`src/rtl/fmpwm_pkg.sv`:
```
package fmpwm_pkg;

    typedef enum logic [1:0] {
        MODE_DIRECT = 2'd0,
        MODE_DISCH  = 2'd1,
        MODE_CHARGE = 2'd2,
        MODE_FREE   = 2'd3
    } fmpwm_mode_e;

    localparam int GATE_W = 2;
    localparam int MODES  = 4;
    localparam int NLVL   = 3;

    typedef logic [GATE_W-1:0] gate_t;

endpackage

```
`src/rtl/fmpwm_carrier.sv`:
```
module fmpwm_carrier #(
    parameter int CW = 12
) (
    input  logic          clk,
    input  logic          rst,
    output logic [CW-1:0] cnt_o,
    output logic          at_zero_o
);
    localparam logic [CW-1:0] PEAK    = '1;
    localparam logic [CW-1:0] PEAK_M1 = PEAK - 1'b1;
    localparam logic [CW-1:0] ONE     = {{(CW-1){1'b0}}, 1'b1};

    typedef struct packed {
        logic [CW-1:0] cnt;
        logic          up;
    } car_st_t;

    car_st_t st_d, st_q;

    always_comb begin
        st_d = st_q;
        if (st_q.up) begin
            if (st_q.cnt == PEAK) begin
                st_d.cnt = st_q.cnt - ONE;
                st_d.up  = 1'b0;
            end else begin
                st_d.cnt = st_q.cnt + ONE;
            end
        end else begin
            if (st_q.cnt == '0) begin
                st_d.cnt = st_q.cnt + ONE;
                st_d.up  = 1'b1;
            end else begin
                st_d.cnt = st_q.cnt - ONE;
            end
        end
    end

    always_ff @(posedge clk) begin
        if (rst) begin
            st_q.cnt <= '0;
            st_q.up  <= 1'b1;
        end else begin
            st_q <= st_d;
        end
    end

    assign cnt_o     = st_q.cnt;
    assign at_zero_o = (st_q.cnt == '0);

    AST_CARRIER_STEP: assert property (@(posedge clk) disable iff (rst)
        !$isunknown(st_q.cnt) |=> ((st_q.cnt == $past(st_q.cnt) + ONE) || (st_q.cnt == $past(st_q.cnt) - ONE)));
    AST_CARRIER_TOP_TURN: assert property (@(posedge clk) disable iff (rst)
        (st_q.cnt == PEAK) |=> (st_q.cnt == PEAK_M1));

endmodule

```
`src/rtl/fmpwm_duty.sv`:
```
module fmpwm_duty
    import fmpwm_pkg::*;
#(
    parameter int CW = 12
) (
    input  logic                      clk,
    input  logic                      rst,
    input  logic                      cap_i,
    input  logic [CW-1:0]             dir_i,
    input  logic signed [CW:0]        buf_i,
    output logic [NLVL-1:0][CW-1:0]   lvl_o,
    output logic                      sat_o,
    output logic                      bnz_o
);
    localparam int            SW     = CW + 2;
    localparam logic [CW-1:0] PEAK   = '1;
    localparam logic [SW-1:0] PEAK_W = SW'(PEAK);

    typedef struct packed {
        logic [NLVL-1:0][CW-1:0] lvl;
        logic                    sat;
        logic                    bnz;
    } duty_st_t;

    duty_st_t st_d, st_q;

    logic          neg;
    logic [CW:0]   mag;
    logic [CW:0]   d_dis;
    logic [CW:0]   d_chg;
    logic [SW-1:0] sum_dis;
    logic [SW-1:0] sum_chg;
    logic [SW-1:0] sum_all;

    always_comb begin
        neg     = buf_i[CW];
        mag     = neg ? $unsigned(-buf_i) : $unsigned(buf_i);
        d_dis   = neg ? '0 : mag;
        d_chg   = neg ? mag : '0;
        sum_dis = SW'(dir_i) + SW'(d_dis);
        sum_chg = SW'(dir_i) + SW'(d_chg);
        sum_all = sum_dis + SW'(d_chg);

        st_d = st_q;
        if (cap_i) begin
            st_d.lvl[0] = dir_i;
            st_d.lvl[1] = (sum_dis > PEAK_W) ? PEAK : sum_dis[CW-1:0];
            st_d.lvl[2] = (sum_chg > PEAK_W) ? PEAK : sum_chg[CW-1:0];
            st_d.sat    = (sum_all > PEAK_W);
            st_d.bnz    = (mag != '0);
        end
    end

    always_ff @(posedge clk) begin
        if (rst) begin
            st_q <= '0;
        end else begin
            st_q <= st_d;
        end
    end

    assign lvl_o = st_q.lvl;
    assign sat_o = st_q.sat;
    assign bnz_o = st_q.bnz;

    AST_HOLD_OFF_VALLEY: assert property (@(posedge clk) disable iff (rst)
        !cap_i |=> $stable(st_q));
    AST_ONE_BUFFER_SLOT: assert property (@(posedge clk) disable iff (rst)
        (st_q.lvl[1] == st_q.lvl[0]) || (st_q.lvl[2] == st_q.lvl[0]));
    AST_SAT_FILLS_PERIOD: assert property (@(posedge clk) disable iff (rst)
        st_q.sat |-> ((st_q.lvl[1] == PEAK) || (st_q.lvl[2] == PEAK)));

endmodule

```
`src/rtl/fmpwm_decode.sv`:
```
module fmpwm_decode
    import fmpwm_pkg::*;
#(
    parameter int CW = 12
) (
    input  logic [CW-1:0]           cnt_i,
    input  logic [NLVL-1:0][CW-1:0] lvl_i,
    output fmpwm_mode_e             mode_o
);
    localparam logic [CW-1:0] PEAK = '1;

    logic [NLVL-1:0] hit;

    // a level at the peak keeps its comparison true all period
    for (genvar k = 0; k < NLVL; k++) begin : g_cmp
        assign hit[k] = (cnt_i < lvl_i[k]) || (lvl_i[k] == PEAK);
    end

    // priority decode of the three comparison bits
    always_comb begin
        if (hit[0])      mode_o = MODE_DIRECT;
        else if (hit[1]) mode_o = MODE_DISCH;
        else if (hit[2]) mode_o = MODE_CHARGE;
        else             mode_o = MODE_FREE;
    end

endmodule

```
`src/rtl/fmpwm_gates.sv`:
```
module fmpwm_gates
    import fmpwm_pkg::*;
(
    input  logic        clk,
    input  logic        rst,
    input  fmpwm_mode_e mode_i,
    input  logic        we_i,
    input  logic [1:0]  idx_i,
    input  gate_t       val_i,
    output gate_t       gate_o
);
    localparam logic [MODES-1:0][GATE_W-1:0] TBL_RST = {2'b00, 2'b10, 2'b01, 2'b00};

    typedef struct packed {
        logic [MODES-1:0][GATE_W-1:0] tbl;
        gate_t                        gate;
    } gate_st_t;

    gate_st_t st_d, st_q;

    always_comb begin
        st_d      = st_q;
        st_d.gate = st_q.tbl[mode_i];
        if (we_i) begin
            st_d.tbl[idx_i] = val_i;
        end
    end

    always_ff @(posedge clk) begin
        if (rst) begin
            st_q.tbl  <= TBL_RST;
            st_q.gate <= '0;
        end else begin
            st_q <= st_d;
        end
    end

    assign gate_o = st_q.gate;

    AST_GATES_OFF_IN_RESET: assert property (@(posedge clk)
        rst |=> (st_q.gate == '0));

endmodule

```
`src/rtl/fourmode_pwm.sv`:
```
module fourmode_pwm
    import fmpwm_pkg::*;
#(
    parameter int CW = 12
) (
    input  logic              clk,
    input  logic              rst,
    input  logic [CW-1:0]     duty_dir,
    input  logic signed [CW:0] duty_buf,
    input  logic              tbl_we,
    input  logic [1:0]        tbl_idx,
    input  logic [1:0]        tbl_val,
    output logic [CW-1:0]     carrier_o,
    output logic [1:0]        mode_o,
    output logic [1:0]        gate_o,
    output logic              sat_o
);
    logic [CW-1:0]           cnt;
    logic                    at_zero;
    logic [NLVL-1:0][CW-1:0] lvl;
    logic                    bnz;
    fmpwm_mode_e             mode;
    gate_t                   gate;

    fmpwm_carrier #(.CW(CW)) u_carrier (
        .clk       (clk),
        .rst       (rst),
        .cnt_o     (cnt),
        .at_zero_o (at_zero)
    );

    fmpwm_duty #(.CW(CW)) u_duty (
        .clk   (clk),
        .rst   (rst),
        .cap_i (at_zero),
        .dir_i (duty_dir),
        .buf_i (duty_buf),
        .lvl_o (lvl),
        .sat_o (sat_o),
        .bnz_o (bnz)
    );

    fmpwm_decode #(.CW(CW)) u_decode (
        .cnt_i  (cnt),
        .lvl_i  (lvl),
        .mode_o (mode)
    );

    fmpwm_gates u_gates (
        .clk    (clk),
        .rst    (rst),
        .mode_i (mode),
        .we_i   (tbl_we),
        .idx_i  (tbl_idx),
        .val_i  (tbl_val),
        .gate_o (gate)
    );

    assign carrier_o = cnt;
    assign mode_o    = mode;
    assign gate_o    = gate;

    AST_NO_DIRECT_TO_FREE: assert property (@(posedge clk) disable iff (rst)
        (mode == MODE_DIRECT && bnz && !at_zero) |=> (mode != MODE_FREE));
    AST_NO_FREE_TO_DIRECT: assert property (@(posedge clk) disable iff (rst)
        (mode == MODE_FREE && bnz && !at_zero) |=> (mode != MODE_DIRECT));
    AST_RESET_STATE: assert property (@(posedge clk)
        rst |=> (mode == MODE_FREE && cnt == '0 && !sat_o));

endmodule

```
`config.mk`:
```
export PLATFORM = sky130hd
export DESIGN_NAME = fourmode_pwm
export DESIGN_NICKNAME = d
export VERILOG_FILES = /design/src/rtl/fmpwm_pkg.sv /design/src/rtl/fmpwm_carrier.sv /design/src/rtl/fmpwm_duty.sv /design/src/rtl/fmpwm_decode.sv /design/src/rtl/fmpwm_gates.sv /design/src/rtl/fourmode_pwm.sv
export SDC_FILE = /design/constraint.sdc
export NUM_CORES = 1
export LEC_CHECK = 0
export CAP_MARGIN = 15
export CELL_PAD_IN_SITES_DETAIL_PLACEMENT = 0
export CELL_PAD_IN_SITES_GLOBAL_PLACEMENT = 1
export CORE_MARGIN = 2
export CORE_UTILIZATION = 41
export CTS_BUF_LIST = sky130_fd_sc_hd__clkbuf_8
export CTS_CLUSTER_SIZE = 14
export DETAILED_ROUTE_END_ITERATION = 10
export GPL_TIMING_DRIVEN = 0
export PLACE_DENSITY = 0.86
export SYNTH_ARGS = -nofsm -noshare
export SYNTH_HDL_FRONTEND = slang
export SYNTH_SLANG_ARGS = --single-unit
```
`constraint.sdc`:
```
create_clock -name clk -period 3.6 [get_ports clk]
set_input_delay 0.72 -clock clk [delete_from_list [all_inputs] [get_ports clk]]
set_output_delay 0.72 -clock clk [all_outputs]
set_load 0.1 [all_outputs]
```
Yosys cells after proc, flatten, opt, wreduce, memory -nomap -nowiden
Cells that the tools add are included.
{"block": "classes", "n_addsub": 6, "magnitude_cmp": 9, "n_eq_ne": 4, "mux": 18, "reduce_logical": 5}
{"cell": "$mux W13", "count": 4}
{"cell": "$eq A12 B12 Y1 const B", "count": 4}
{"cell": "$mux W12", "count": 4}
{"cell": "$gt A14 B12 Y1 const B", "count": 3}
{"cell": "$lt A12 B12 Y1", "count": 3}
{"cell": "$add A12 B13 Y14", "count": 2}
{"cell": "$add A14 B13 Y14", "count": 1}
{"cell": "$neg A13 Y13", "count": 1}
{"cell": "$add A12 B1 Y12 const B", "count": 1}
{"cell": "$logic_not A12 Y1", "count": 1}
{"cell": "$sub A12 B1 Y12 const B", "count": 1}
{"cell": "$bwmux W8", "count": 1}
{"cell": "$mux W2", "count": 4}
{"cell": "$lt A2 B3 Y1 const B", "count": 2}
{"cell": "$bmux W2 S2", "count": 1}
{"cell": "$demux W2 S2", "count": 1}
{"cell": "$logic_or A1 B1 Y1", "count": 3}
{"cell": "$mux W1", "count": 3}
{"cell": "$ge A2 B1 Y1 const B", "count": 1}
{"cell": "$logic_and A1 B1 Y1", "count": 1}
{"block": "word_totals", "regBits": 60, "input_bits": 32, "out_inout_bits": 17, "elab_cells": 53}

Logic depth before layout (Yosys ltp)
Gate-level depths: netlist (run 1).
{"block": "logic_depth", "ltp_word": 7, "ltp_mapped": 17, "mapped_depth_nobuf": 17}

By module
A second synthesis (run 1) with hierarchy kept.
{"block": "unflattened", "cells_unflattened": 707, "area_unflattened_um2": 5718.0}
{"mod": "fmpwm_duty", "instances": 1, "cells_per_inst": 407, "area_each_um2": 3274.4, "seq_area_each_um2": 760.7}
{"mod": "fmpwm_carrier", "instances": 1, "cells_per_inst": 129, "area_each_um2": 1061.0, "seq_area_each_um2": 260.2}
{"mod": "fmpwm_decode", "instances": 1, "cells_per_inst": 130, "area_each_um2": 913.4, "seq_area_each_um2": 0.0}
{"mod": "fmpwm_gates", "instances": 1, "cells_per_inst": 41, "area_each_um2": 469.2, "seq_area_each_um2": 200.2}

Worst setup path before layout (run 1)
OpenSTA, ideal clock, no wires.
{"block": "synth_timing", "path_kind": "register to output", "from": "reg u_carrier.cnt_o[1] (netlist name)", "to": "out mode_o[1]", "arrival_time_ns": 4.271, "required_time_ns": 2.880, "path_slack_ns": -1.391, "path_stages_with_launch": 8, "n_path_buf": 0, "path_cell_list": "dfxtp_1 -> ha_1 -> a21boi_0 -> o21a_1 -> o211ai_1 -> a211o_1 -> a21o_1 -> nor4_1"}
{"block": "synth_between", "elab_chain_cells": 4, "elab_cells_between_ends": 6, "classes_between": "order compare: 2; mux: 2; reduce/logical: 2"}
{"item": "$lt A12 B12 Y1", "line_no": "fmpwm_decode.sv:16", "text": "assign hit[k] = (cnt_i < lvl_i[k]) || (lvl_i[k] == PEAK);"}
{"item": "$logic_or A1 B1 Y1", "line_no": "fmpwm_decode.sv:16"}
{"item": "$mux W2", "line_no": "fmpwm_decode.sv:22", "text": "else if (hit[1]) mode_o = MODE_DISCH;"}
{"item": "$mux W2 (*)", "line_no": "fmpwm_decode.sv:21", "text": "if (hit[0]) mode_o = MODE_DIRECT;"}
{"item": "end, declared", "line_no": "fourmode_pwm.sv:14", "text": "output logic [1:0] mode_o,"}
Every way passes the cells marked *; elsewhere a longest branch is shown, timed or not.

Final worst setup path (run 1)
{"block": "layout_timing", "from": "in duty_buf[0]", "to": "reg u_duty.st_q, in the netlist u_duty.lvl_o[27]"}
{"block": "layout_between", "elab_chain_cells": 6}
{"item": "start, declared", "line_no": "fourmode_pwm.sv:9", "text": "input logic signed [CW:0] duty_buf,"}
{"item": "$neg A13 Y13", "line_no": "fmpwm_duty.sv:37", "text": "mag = neg ? $unsigned(-buf_i) : $unsigned(buf_i);"}
{"item": "$mux W13 (*)", "line_no": "fmpwm_duty.sv:37"}
{"item": "$mux W13 (*)", "line_no": "fmpwm_duty.sv:39", "text": "d_chg = neg ? mag : '0;"}
{"item": "$add A12 B13 Y14 (*)", "line_no": "fmpwm_duty.sv:41", "text": "sum_chg = SW'(dir_i) + SW'(d_chg);"}
{"item": "$gt A14 B12 Y1", "line_no": "fmpwm_duty.sv:48", "text": "st_d.lvl[2] = (sum_chg > PEAK_W) ? PEAK : sum_chg[CW-1:0];"}
{"item": "$mux W12 (*)", "line_no": "fmpwm_duty.sv:48"}
{"item": "end signal, assigned", "line_no": "fmpwm_duty.sv:58", "text": "st_q <= st_d;"}
{"item": "end, declared", "line_no": "fmpwm_duty.sv:25", "text": "duty_st_t st_d, st_q;"}
Marks and branches as above.
A chain may end at the register's enable or synchronous reset.

==> results.md, run 1 <==
- Fillers: 1159
- HPWL after DPL: 11.20 mm
- Final worst slack: -0.01444 ns
- Final Util: 52.50%
- DRT Pass-1 Iters: 4
- Hold Vio Cnt, Final: 0
- Power per Cell Area: 358.6 nW/um2
- Vias/cell: 5.612
- Maximum clock path buffer count: 2
- Clock skew: 0.01190 ns
- Post-Syn Nets: 734
- Area grow syn2layout: 24.14%
- Setup crit end kind: register
- Final Net Count: 801
- Avg Inst Size Synth: 8.136 um2
- Post-Place Setup Slack: -1.177 ns
- Netlist Area Pre-Place: 5101 um2
- CTS Buf Count: 9
- All-Layer GR Usage: 21.80%
- Global-route wire length before repair: 22.84 mm
- Max Cap Viol: 0
- Largest net degree at the start of global routing: 13
- Num rows: 40
- Final worst-path cycle share: 100.4%
- Initial DRC count: 352
- CP Max Fanout: 5
- Die height: 115.5 um
- Yosys Warn Count: 0
- CP Class: input port to register
- Reg clk slew, reported paths: 0.08 ns
- Worst min path class: register to register
- Status: finished, violations left
- I/O Buffers: 48
- Max Slew Vio Count: 0
- Routed Antenna Nets: 0
- Full die area: 13350 um2
- Worst EP required: 3.81 ns
- RSZ-0062 raised after global routing: true
- Clk sinks: 60
- Post-synthesis cell count: 627
- Rel. slew slack: 35.33%
- EDFF count, synth: 0
- Actual slew at the worst max-slew pin: 0.9670 ns
- Antenna Cells: 0
- Synth top area share: 23.55%
- Main synth FF type: dfxtp_1
- Wire length per cell: 16.55 um
- Worst EP arrival: 3.82 ns
- Initial core utilization: 42.29%
- Routability Congestion: 0.8919
- CTS tree: yes
- Ratio of cells with drive above 1 in the final layout: 15.31%
- Via count: 4866
- Die W: 115.5 um
- Fmax: 276.7 MHz
- Grt total ovfl: 0
- Worst Setup Start Kind: input port
- Flops & latches, synth: 60
- Final hold slack: 0.4730 ns
- # DRC: 0
- Commonest cells after routing, fill and taps aside: 64 x ha_1, 57 x dfxtp_1, 54 x inv_1, 53 x nand2_1, 39 x nor2_1
- Max H-tree Level: 3
- Synth area leaders: dfxtp_1 24%, ha_1 18%, a21oi_1 4.1%, xnor2_1 4.1%, inv_1 4.0%
- FF/Latch Area: 1205 um2
- Seq/Total Area, Yosys: 23.55%
- Min Tclk post-route: 3.614 ns
- Final setup TNS: -0.01444 ns
- Core area: 12060 um2
- Clk root buf: clkbuf_8
- Clock latency on the worst-skew pair: 0.36 ns
- Multi-input gate area: 3794 um2
- Post-synth ARST share: 0%
- Most common cell after layout, fill and taps aside: ha_1
- Synth cell types: 61
- Final setup violation count: 1
- Io pins: 49
- Most area-hungry cell type in the Yosys netlist: dfxtp_1
- Post-CTS Hold Buffers: 0
- Worst IR Drop VDD: 190.3 uV
- LEAKAGE: 2.631 nW
- Final WL: 14.35 mm
- Failing checks: setup timing
- Final total power: 2.271 mW
- Initial antenna violation count: 0
- Vias in the first global route: 4708
## worst max-delay path: stages
cell	delay, ns
buf_8	0.10
or4_4	0.54
or3_1	0.39
and3_4	0.20
ha_4	0.16
or3_4	0.37
o21bai_4	0.18
a31o_4	0.22
a21o_1	0.15
a211o_1	0.33
a21oi_4	0.21
buf_6	0.16
a221oi_1	0.08
## where the power goes
group	total (mW)	internal [mW]	switching, mW
Clock	0.621	0.322	0.299
Sequential	0.777	0.731	0.0463
Combinational	0.873	0.358	0.514
## per-stage QoR
stage | instances | cell area [um2]
finish | 867 | 6332
global route | 867 | 6332
CTS | 863 | 6143
detailed placement | 843 | 5839
global placement | 843 | 5839
floorplan | 627 | 5149
## sequential cells by signal, summed over array words and instances, names as in the netlist
| register | count |
|---|---|
| u_carrier.st_q | 1 |
| u_gates.gate_o | 2 |
| u_carrier.cnt_o | 12 |
| u_gates.st_q | 8 |
| u_duty.sat_o | 1 |
| u_duty.lvl_o | 36 |
## cells in the mapped netlist (5+ instances only)
cell type	count
ha_1	72
dfxtp_1	60
inv_1	54
nand2_1	54
a21oi_1	42
nor2_1	39
xnor2_1	24
o21ai_0	19
nor2b_1	16
nor3_1	15
buf_4	14
o21a_1	13
a21o_1	12
clkbuf_1	12
mux2i_1	12
nand3_1	12
a221oi_1	11
nand4_1	11
a211oi_1	10
and2_1	10
xor2_1	10
nor4_1	8
o211ai_1	8
o31a_1	8
a31oi_1	6
and3_1	6
or3_1	5
## logic make-up (layout without fill, tap and decap cells)
logic type / count (synthesis) / count (layout) / synth area share [%]
flops: 60 / 60 / 23.55
mux: 12 / 12 / 2.355
simple gates: 197 / 197 / 19.99
buf+inv: 87 / 159 / 7.652
compound gates: 162 / 162 / 21.78
xor+xnor: 34 / 34 / 5.838
fa+ha+maj: 75 / 75 / 18.84
## routing by layer
| layer | vias to the layer above | wire length, um | GRT usage [%] |
|---|---|---|---|
| met4 | 0 | 376 | 8.273 |
| li1 | 2393 | - | - |
| met5 | - | 0 | 0 |
| met2 | 137 | 6924 | 37.86 |
| met3 | 29 | 590 | 3.400 |
| met1 | 2307 | 6454 | 27.16 |
## path summary, 6_finish.rpt
path	from	endpoint	slack [ns]	depth (start not counted)
worst max-delay path	duty_buf[0]	u_duty.lvl_o[27]	-0.01	13
worst max register to register	u_carrier.cnt_o[2]	u_duty.lvl_o[35]	0.73	8
worst min register to register	u_duty.lvl_o[8]	u_duty.lvl_o[8]	0.47	2
worst min-delay path	u_duty.lvl_o[8]	u_duty.lvl_o[8]	0.47	2
## what timing repair did
action | CTS | global route
cloned | 1 | 0
setup endpoints to repair | 24 | 15
setup buffers | 3 | 4
pin swaps | 7 | 22
resized for setup | 38 | 57
## area by class of cell
| cell class | instances | share of cell area, % |
|---|---|---|
| clock inverter | 7 | 1.205 |
| buffer | 33 | 3.161 |
| timing repair buffer | 56 | 8.220 |
| multi-input combinational | 480 | 59.91 |
| sequential | 60 | 19.03 |
| tap | 168 | 3.320 |
| inverter | 54 | 3.201 |
| clock buffer | 9 | 1.956 |
(Power assumes the default switching activity.)
==> inputs of run 2 (changes only) <==
- PLACE_DENSITY: 0.86 -> not set
- PLACE_DENSITY_LB_ADDON: not set -> 0.15
==> results.md, run 2 (synthesis gave the netlist of run 1 again) <==
- Full die area: 13350 um2 (unchanged)
- Most common cell after layout, fill and taps aside: ha_1
- Placed cell count: 843 (unchanged)
- Reg power frac: 35.8% (+1.6 points)
- All-Layer GR Usage: 22.61% (+0.81 points)
- Final worst-path cycle share: 99.68% (-0.73 points)
- Worst min path class: register to register
- Commonest cells after routing, fill and taps aside: 67 x ha_1, 59 x dfxtp_1, 55 x inv_1, 54 x nand2_1, 38 x a21oi_1
- Setup crit end kind: register
- Combinational power share: 40.3% (+1.9 points)
- Maximum clock path buffer count: 2 (unchanged)
- Post-CTS Hold Buffers: 0 (unchanged)
- Num rows: 40 (unchanged)
- Io pins: 49 (unchanged)
- Clk sinks: 60 (unchanged)
- Clock share of power: 23.9% (-3.5 points)
- CP Class: input port to register
- Area grow syn2layout: 23.25%
- Initial DRC count: 261 (-26%)
- Max Cap Viol: 0 (unchanged)
- Antenna Cells: 0 (unchanged)
- Max H-tree Level: 3 (unchanged)
- RSZ-0062 raised after global routing: true
- Vias/cell: 5.378 (-4.2%)
- Hold Vio Cnt, Final: 0 (unchanged)
- Fmax: 278.7 MHz (+0.73%)
- CTS Buf Count: 9 (unchanged)
- CP max stage delay: 0.55 ns (about the same)
- Min Tclk post-route: 3.588 ns (-0.02614 ns)
- Worst reg-to-reg setup slack: 0.77 ns (+0.04 ns)
- Routed Antenna Nets: 0 (unchanged)
- Buf/Inv on CP: 2 (unchanged)
- Clock latency on the worst-skew pair: 0.35 ns (about the same)
- Rel. slew slack: 35.13% (-0.20 points)
- # DRC: 0 (unchanged)
- Worst Setup Start Kind: input port
- Reg clk slew, reported paths: 0.07 ns (about the same)
- LEAKAGE: 2.618 nW (-0.50%)
- Final Net Count: 805 (+0.50%)
- Die height: 115.5 um (unchanged)
- Grt total ovfl: 0 (unchanged)
- Worst EP arrival: 3.78 ns (-0.04 ns)
- Post-Layout Cell Count: 871 (+0.46%)
- Critical-path cell list: buf_6 -> or4_4 -> or3_1 -> and3_4 -> ha_4 -> or3_4 -> o21bai_4 -> a31o_4 -> a21o_1 -> a211o_1 -> a21oi_4 -> buf_6 -> a221oi_2
- Post-placement cell area: 5839 um2 (unchanged)
- Die W: 115.5 um (unchanged)
- DRT Pass-1 Iters: 6 (+2)
- Ratio of cells with drive above 1 in the final layout: 15.65% (+0.34 points)
- Worst path slowest cell: or4_4
- Worst path most repeated cell: buf_6
- Sw frac: 37.80% (-0.050 points)
- Clock skew: 0.01042 ns (-0.001480 ns)
- Actual slew at the worst max-slew pin: 0.9701 ns (+0.003034 ns)
- Largest net degree at the start of global routing: 12 (-1)
- I/O Buffers: 48 (unchanged)
- Worst EP required: 3.79 ns (-0.02 ns)
- Wire length per cell: 16.55 um (about the same)
- Global-route wire length before repair: 23.32 mm (+2.1%)
- Final WL: 14.41 mm (+0.47%)
- Fin area: 6287 um2 (-0.71%)
- Sw power: 0.8219 mW (-4.4%)
- Via count: 4684 (-3.7%)
- CP delay by family, top: simple AND/OR/NAND/NOR gates
- Final total power: 2.175 mW (-4.2%)
- Status: complete, no violations
- CTS tree: yes
- Initial antenna violation count: 0 (unchanged)
- Routability Congestion: 0.8177 (-8.3%)
- Power per Cell Area: 345.9 nW/um2 (-3.6%)
- Final Util: 52.13% (-0.37 points)
- Int Pwr: 1.353 mW (-4.2%)
- Final setup TNS: 0 ns (+0.01444 ns)
- CP Max Fanout: 5 (unchanged)
- HPWL after DPL: 11.57 mm (+3.3%)
- Clk root buf: clkbuf_8
- Worst IR Drop VDD: 149.1 uV (-22%)
- Largest register FFs: 36 (unchanged)
- Max Slew Vio Count: 0 (unchanged)
- Final setup violation count: 0 (-1)
- Vias in the first global route: 4684 (-0.51%)
- Initial core utilization: 42.29% (unchanged)
- Core area: 12060 um2 (unchanged)
[run 2: worst reg2reg max path, stage by stage (launching register included)]
cell	delay, ns
dfxtp_1	0.38
buf_2	0.20
or4_4	0.58
or3_1	0.41
nor4_2	0.23
nand3b_1	0.35
nor4_1	0.31
a211o_1	0.15
o41ai_1	0.07
[run 2: power by group through the flow]
stage,Sequential (mW),Clock (mW),Combinational (mW)
global route,0.785,0.569,0.968
global placement,0.790,0,0.780
detailed placement,0.792,0,0.798
floorplan,0.790,0,0.567
finish,0.778,0.519,0.877
CTS,0.777,0.535,0.846
[run 2: repair_timing]
item / CTS / global route
setup endpoints to repair: 27 / 15
gates resized for setup: 58 / 40
gates cloned: 1 / 0
buffers inserted: 9 / 2
pin swaps: 10 / 14
[run 2: path summary, 6_finish.rpt]
check,from,depth (start not counted),endpoint
worst min-delay path,u_gates.st_q[7],2,u_gates.st_q[7]
worst min register to register,u_gates.st_q[7],2,u_gates.st_q[7]
worst max register to register,u_carrier.cnt_o[2],8,u_duty.lvl_o[35]
worst max-delay path,duty_buf[3],13,u_duty.lvl_o[26]
[run 2: stage by stage]
stage,hold slack [ns],setup slack (ns)
6_report,0.4726,0.01169
5_1_grt,0.4992,-0.05750
4_1_cts,0.4785,0.001949
3_5_place_dp,0.4610,-1.371
3_3_place_gp,0.4583,-1.328
2_1_floorplan,0.4360,0.00007527
[run 2: final cells by class]
cell class	count	area, um2
fill	1198	5774
timing repair buffer	60	541.8
clock buffer	10	137.6
sequential	60	1202
tap	168	210.2
buffer	33	200.2
clock inverter	6	31.28
multi-input combinational	480	3761
inverter	54	202.7
[run 2: layer usage]
metal	part of all wire, %	global-route usage (%)
met1	45	27.44
met3	3.4	3.556
met2	49	40.27
met4	2.5	8.273
met5	0	0
==> inputs of run 3 (changes only) <==
- MAX_ROUTING_LAYER: not set -> met4
==> results.md, run 3 (synthesis gave the netlist of run 1 again) <==
- Worst path slowest cell: or4_4
- Max Slew Vio Count: 0 (unchanged)
- CP delay by family, top: simple AND/OR/NAND/NOR gates
- Worst reg-to-reg setup slack: 0.75 ns (-0.02 ns)
- Buf/Inv on CP: 2 (unchanged)
- All-Layer GR Usage: 23.26% (+0.66 points)
- Io pins: 49 (unchanged)
- Vias in the first global route: 4680 (-0.085%)
- Grt total ovfl: 0 (unchanged)
- Vias/cell: 5.419 (+0.77%)
- Final Net Count: 805 (unchanged)
- Worst IR Drop VDD: 152.0 uV (+2.0%)
- Post-placement cell area: 5839 um2 (unchanged)
- Final worst-path cycle share: 99.55% (-0.12 points)
- Routed Antenna Nets: 0 (unchanged)
- # DRC: 0 (unchanged)
- Post-Layout Cell Count: 871 (unchanged)
- Antenna Cells: 0 (unchanged)
- I/O Buffers: 48 (unchanged)
- Area grow syn2layout: 23.25% (unchanged)
- Worst Setup Start Kind: input port
- Num rows: 40 (unchanged)
- Ratio of cells with drive above 1 in the final layout: 15.65% (unchanged)
- Worst EP arrival: 3.78 ns (about the same)
- Max Cap Viol: 0 (unchanged)
- Critical-path cell list: buf_6 -> or4_4 -> or3_1 -> and3_4 -> ha_4 -> or3_4 -> o21bai_4 -> a31o_4 -> a21o_1 -> a211o_1 -> a21oi_4 -> buf_6 -> a221oi_2
- Clock latency on the worst-skew pair: 0.35 ns (about the same)
- Setup crit end kind: register
- Status: complete, no violations
- Commonest cells after routing, fill and taps aside: 67 x ha_1, 59 x dfxtp_1, 55 x inv_1, 54 x nand2_1, 38 x a21oi_1
- Wire length per cell: 16.58 um (+0.21%)
- Die height: 115.5 um (unchanged)
- Clk sinks: 60 (unchanged)
- CP Max Fanout: 5 (unchanged)
- DRT Pass-1 Iters: 5 (-1)
- Max H-tree Level: 3 (unchanged)
- Power per Cell Area: 346.7 nW/um2 (+0.23%)
- Maximum clock path buffer count: 2 (unchanged)
- HPWL after DPL: 11.57 mm (unchanged)
- CTS tree: yes
- Core area: 12060 um2 (unchanged)
- Largest register FFs: 36 (unchanged)
- RSZ-0062 raised after global routing: true
- Min Tclk post-route: 3.584 ns (-0.004475 ns)
- Initial DRC count: 257 (-1.5%)
- Rel. slew slack: 35.13% (about the same)
- CTS Buf Count: 9 (unchanged)
- Via count: 4720 (+0.77%)
- Final setup violation count: 0 (unchanged)
- Initial core utilization: 42.29% (unchanged)
- Reg clk slew, reported paths: 0.07 ns (about the same)
- Final WL: 14.44 mm (+0.21%)
- Worst min path class: register to register
- Clock skew: 0.01080 ns (+0.0003780 ns)
- Worst path most repeated cell: buf_6
- Die W: 115.5 um (unchanged)
- CP Class: input port to register
- Clk root buf: clkbuf_8
- Final setup TNS: 0 ns (unchanged)
- Fin area: 6287 um2 (unchanged)
- Global-route wire length before repair: 23.32 mm (about the same)
- Routability Congestion: 0.8299 (+1.5%)
- Fillers: 1198 (unchanged)
- Final worst slack: 0.01617 ns (+0.004475 ns)
- Full die area: 13350 um2 (unchanged)
- Most common cell after layout, fill and taps aside: ha_1
- Hold Vio Cnt, Final: 0 (unchanged)
- Largest net degree at the start of global routing: 12 (unchanged)
- Final total power: 2.180 mW (+0.23%)
- Actual slew at the worst max-slew pin: 0.9701 ns (+0.00002885 ns)
- Placed cell count: 843 (unchanged)
- CP max stage delay: 0.55 ns (about the same)
- Final hold slack: 0.4728 ns (+0.0001620 ns)
- Initial antenna violation count: 0 (unchanged)
- Worst EP required: 3.80 ns (about the same)
- Final Util: 52.13% (unchanged)
- LEAKAGE: 2.618 nW (unchanged)
- Fmax: 279.0 MHz (+0.12%)
- Post-Place Setup Slack: -1.371 ns (unchanged)
## run 3: cell counts in the layout (fill, tap and decap cells not counted)
Identical to the previous run, type by type.
## run 3: worst register-to-register path, cell delays in order (launching register included)
cell      delay, ns
dfxtp_1        0.38
buf_2          0.20
or4_4          0.58
or3_1          0.42
nor4_2         0.23
nand3b_1       0.35
nor4_1         0.32
a211o_1        0.15
o41ai_1        0.07
## run 3: power breakdown
part / switching, mW / internal, mW
combinational: 0.516 / 0.361
clock: 0.264 / 0.260
sequential: 0.0465 / 0.732
## run 3: timing repair
| action | CTS | global route |
|---|---|---|
| resized for setup | 58 | 40 |
| buffers inserted | 9 | 2 |
| pin swaps | 10 | 14 |
| gates cloned | 1 | 0 |
| endpoints found under the setup margin | 27 | 15 |
| hold buffers | 0 | 0 |
## run 3: cell type report
type                    count  area (um2)  share of cell area [%]
flip-flops and latches     60        1202                   19.12
plain buffers              33       200.2                   3.184
clock buffers              10       137.6                   2.189
well taps                 168       210.2                   3.343
clock inverters             6       31.28                  0.4975
multi-input cells         480        3761                   59.82
inverters                  54       202.7                   3.224
repair buffers             60       541.8                   8.617
## run 3: metal layers
metal,vias up,GRT usage (%),share of wire [%]
met5,-,-,0
met4,0,9.237,2.9
met3,28,2.667,2.9
met2,110,40.35,48
met1,2173,27.44,46
li1,2409,-,-
## run 3: path summary, 6_finish.rpt
| kind | from | end | cells past startpoint |
|---|---|---|---|
| hold / removal | u_gates.st_q[7] | u_gates.st_q[7] | 2 |
| setup reg to reg | u_carrier.cnt_o[2] | u_duty.lvl_o[35] | 8 |
| hold reg to reg | u_gates.st_q[7] | u_gates.st_q[7] | 2 |
| setup / recovery | duty_buf[3] | u_duty.lvl_o[32] | 13 |
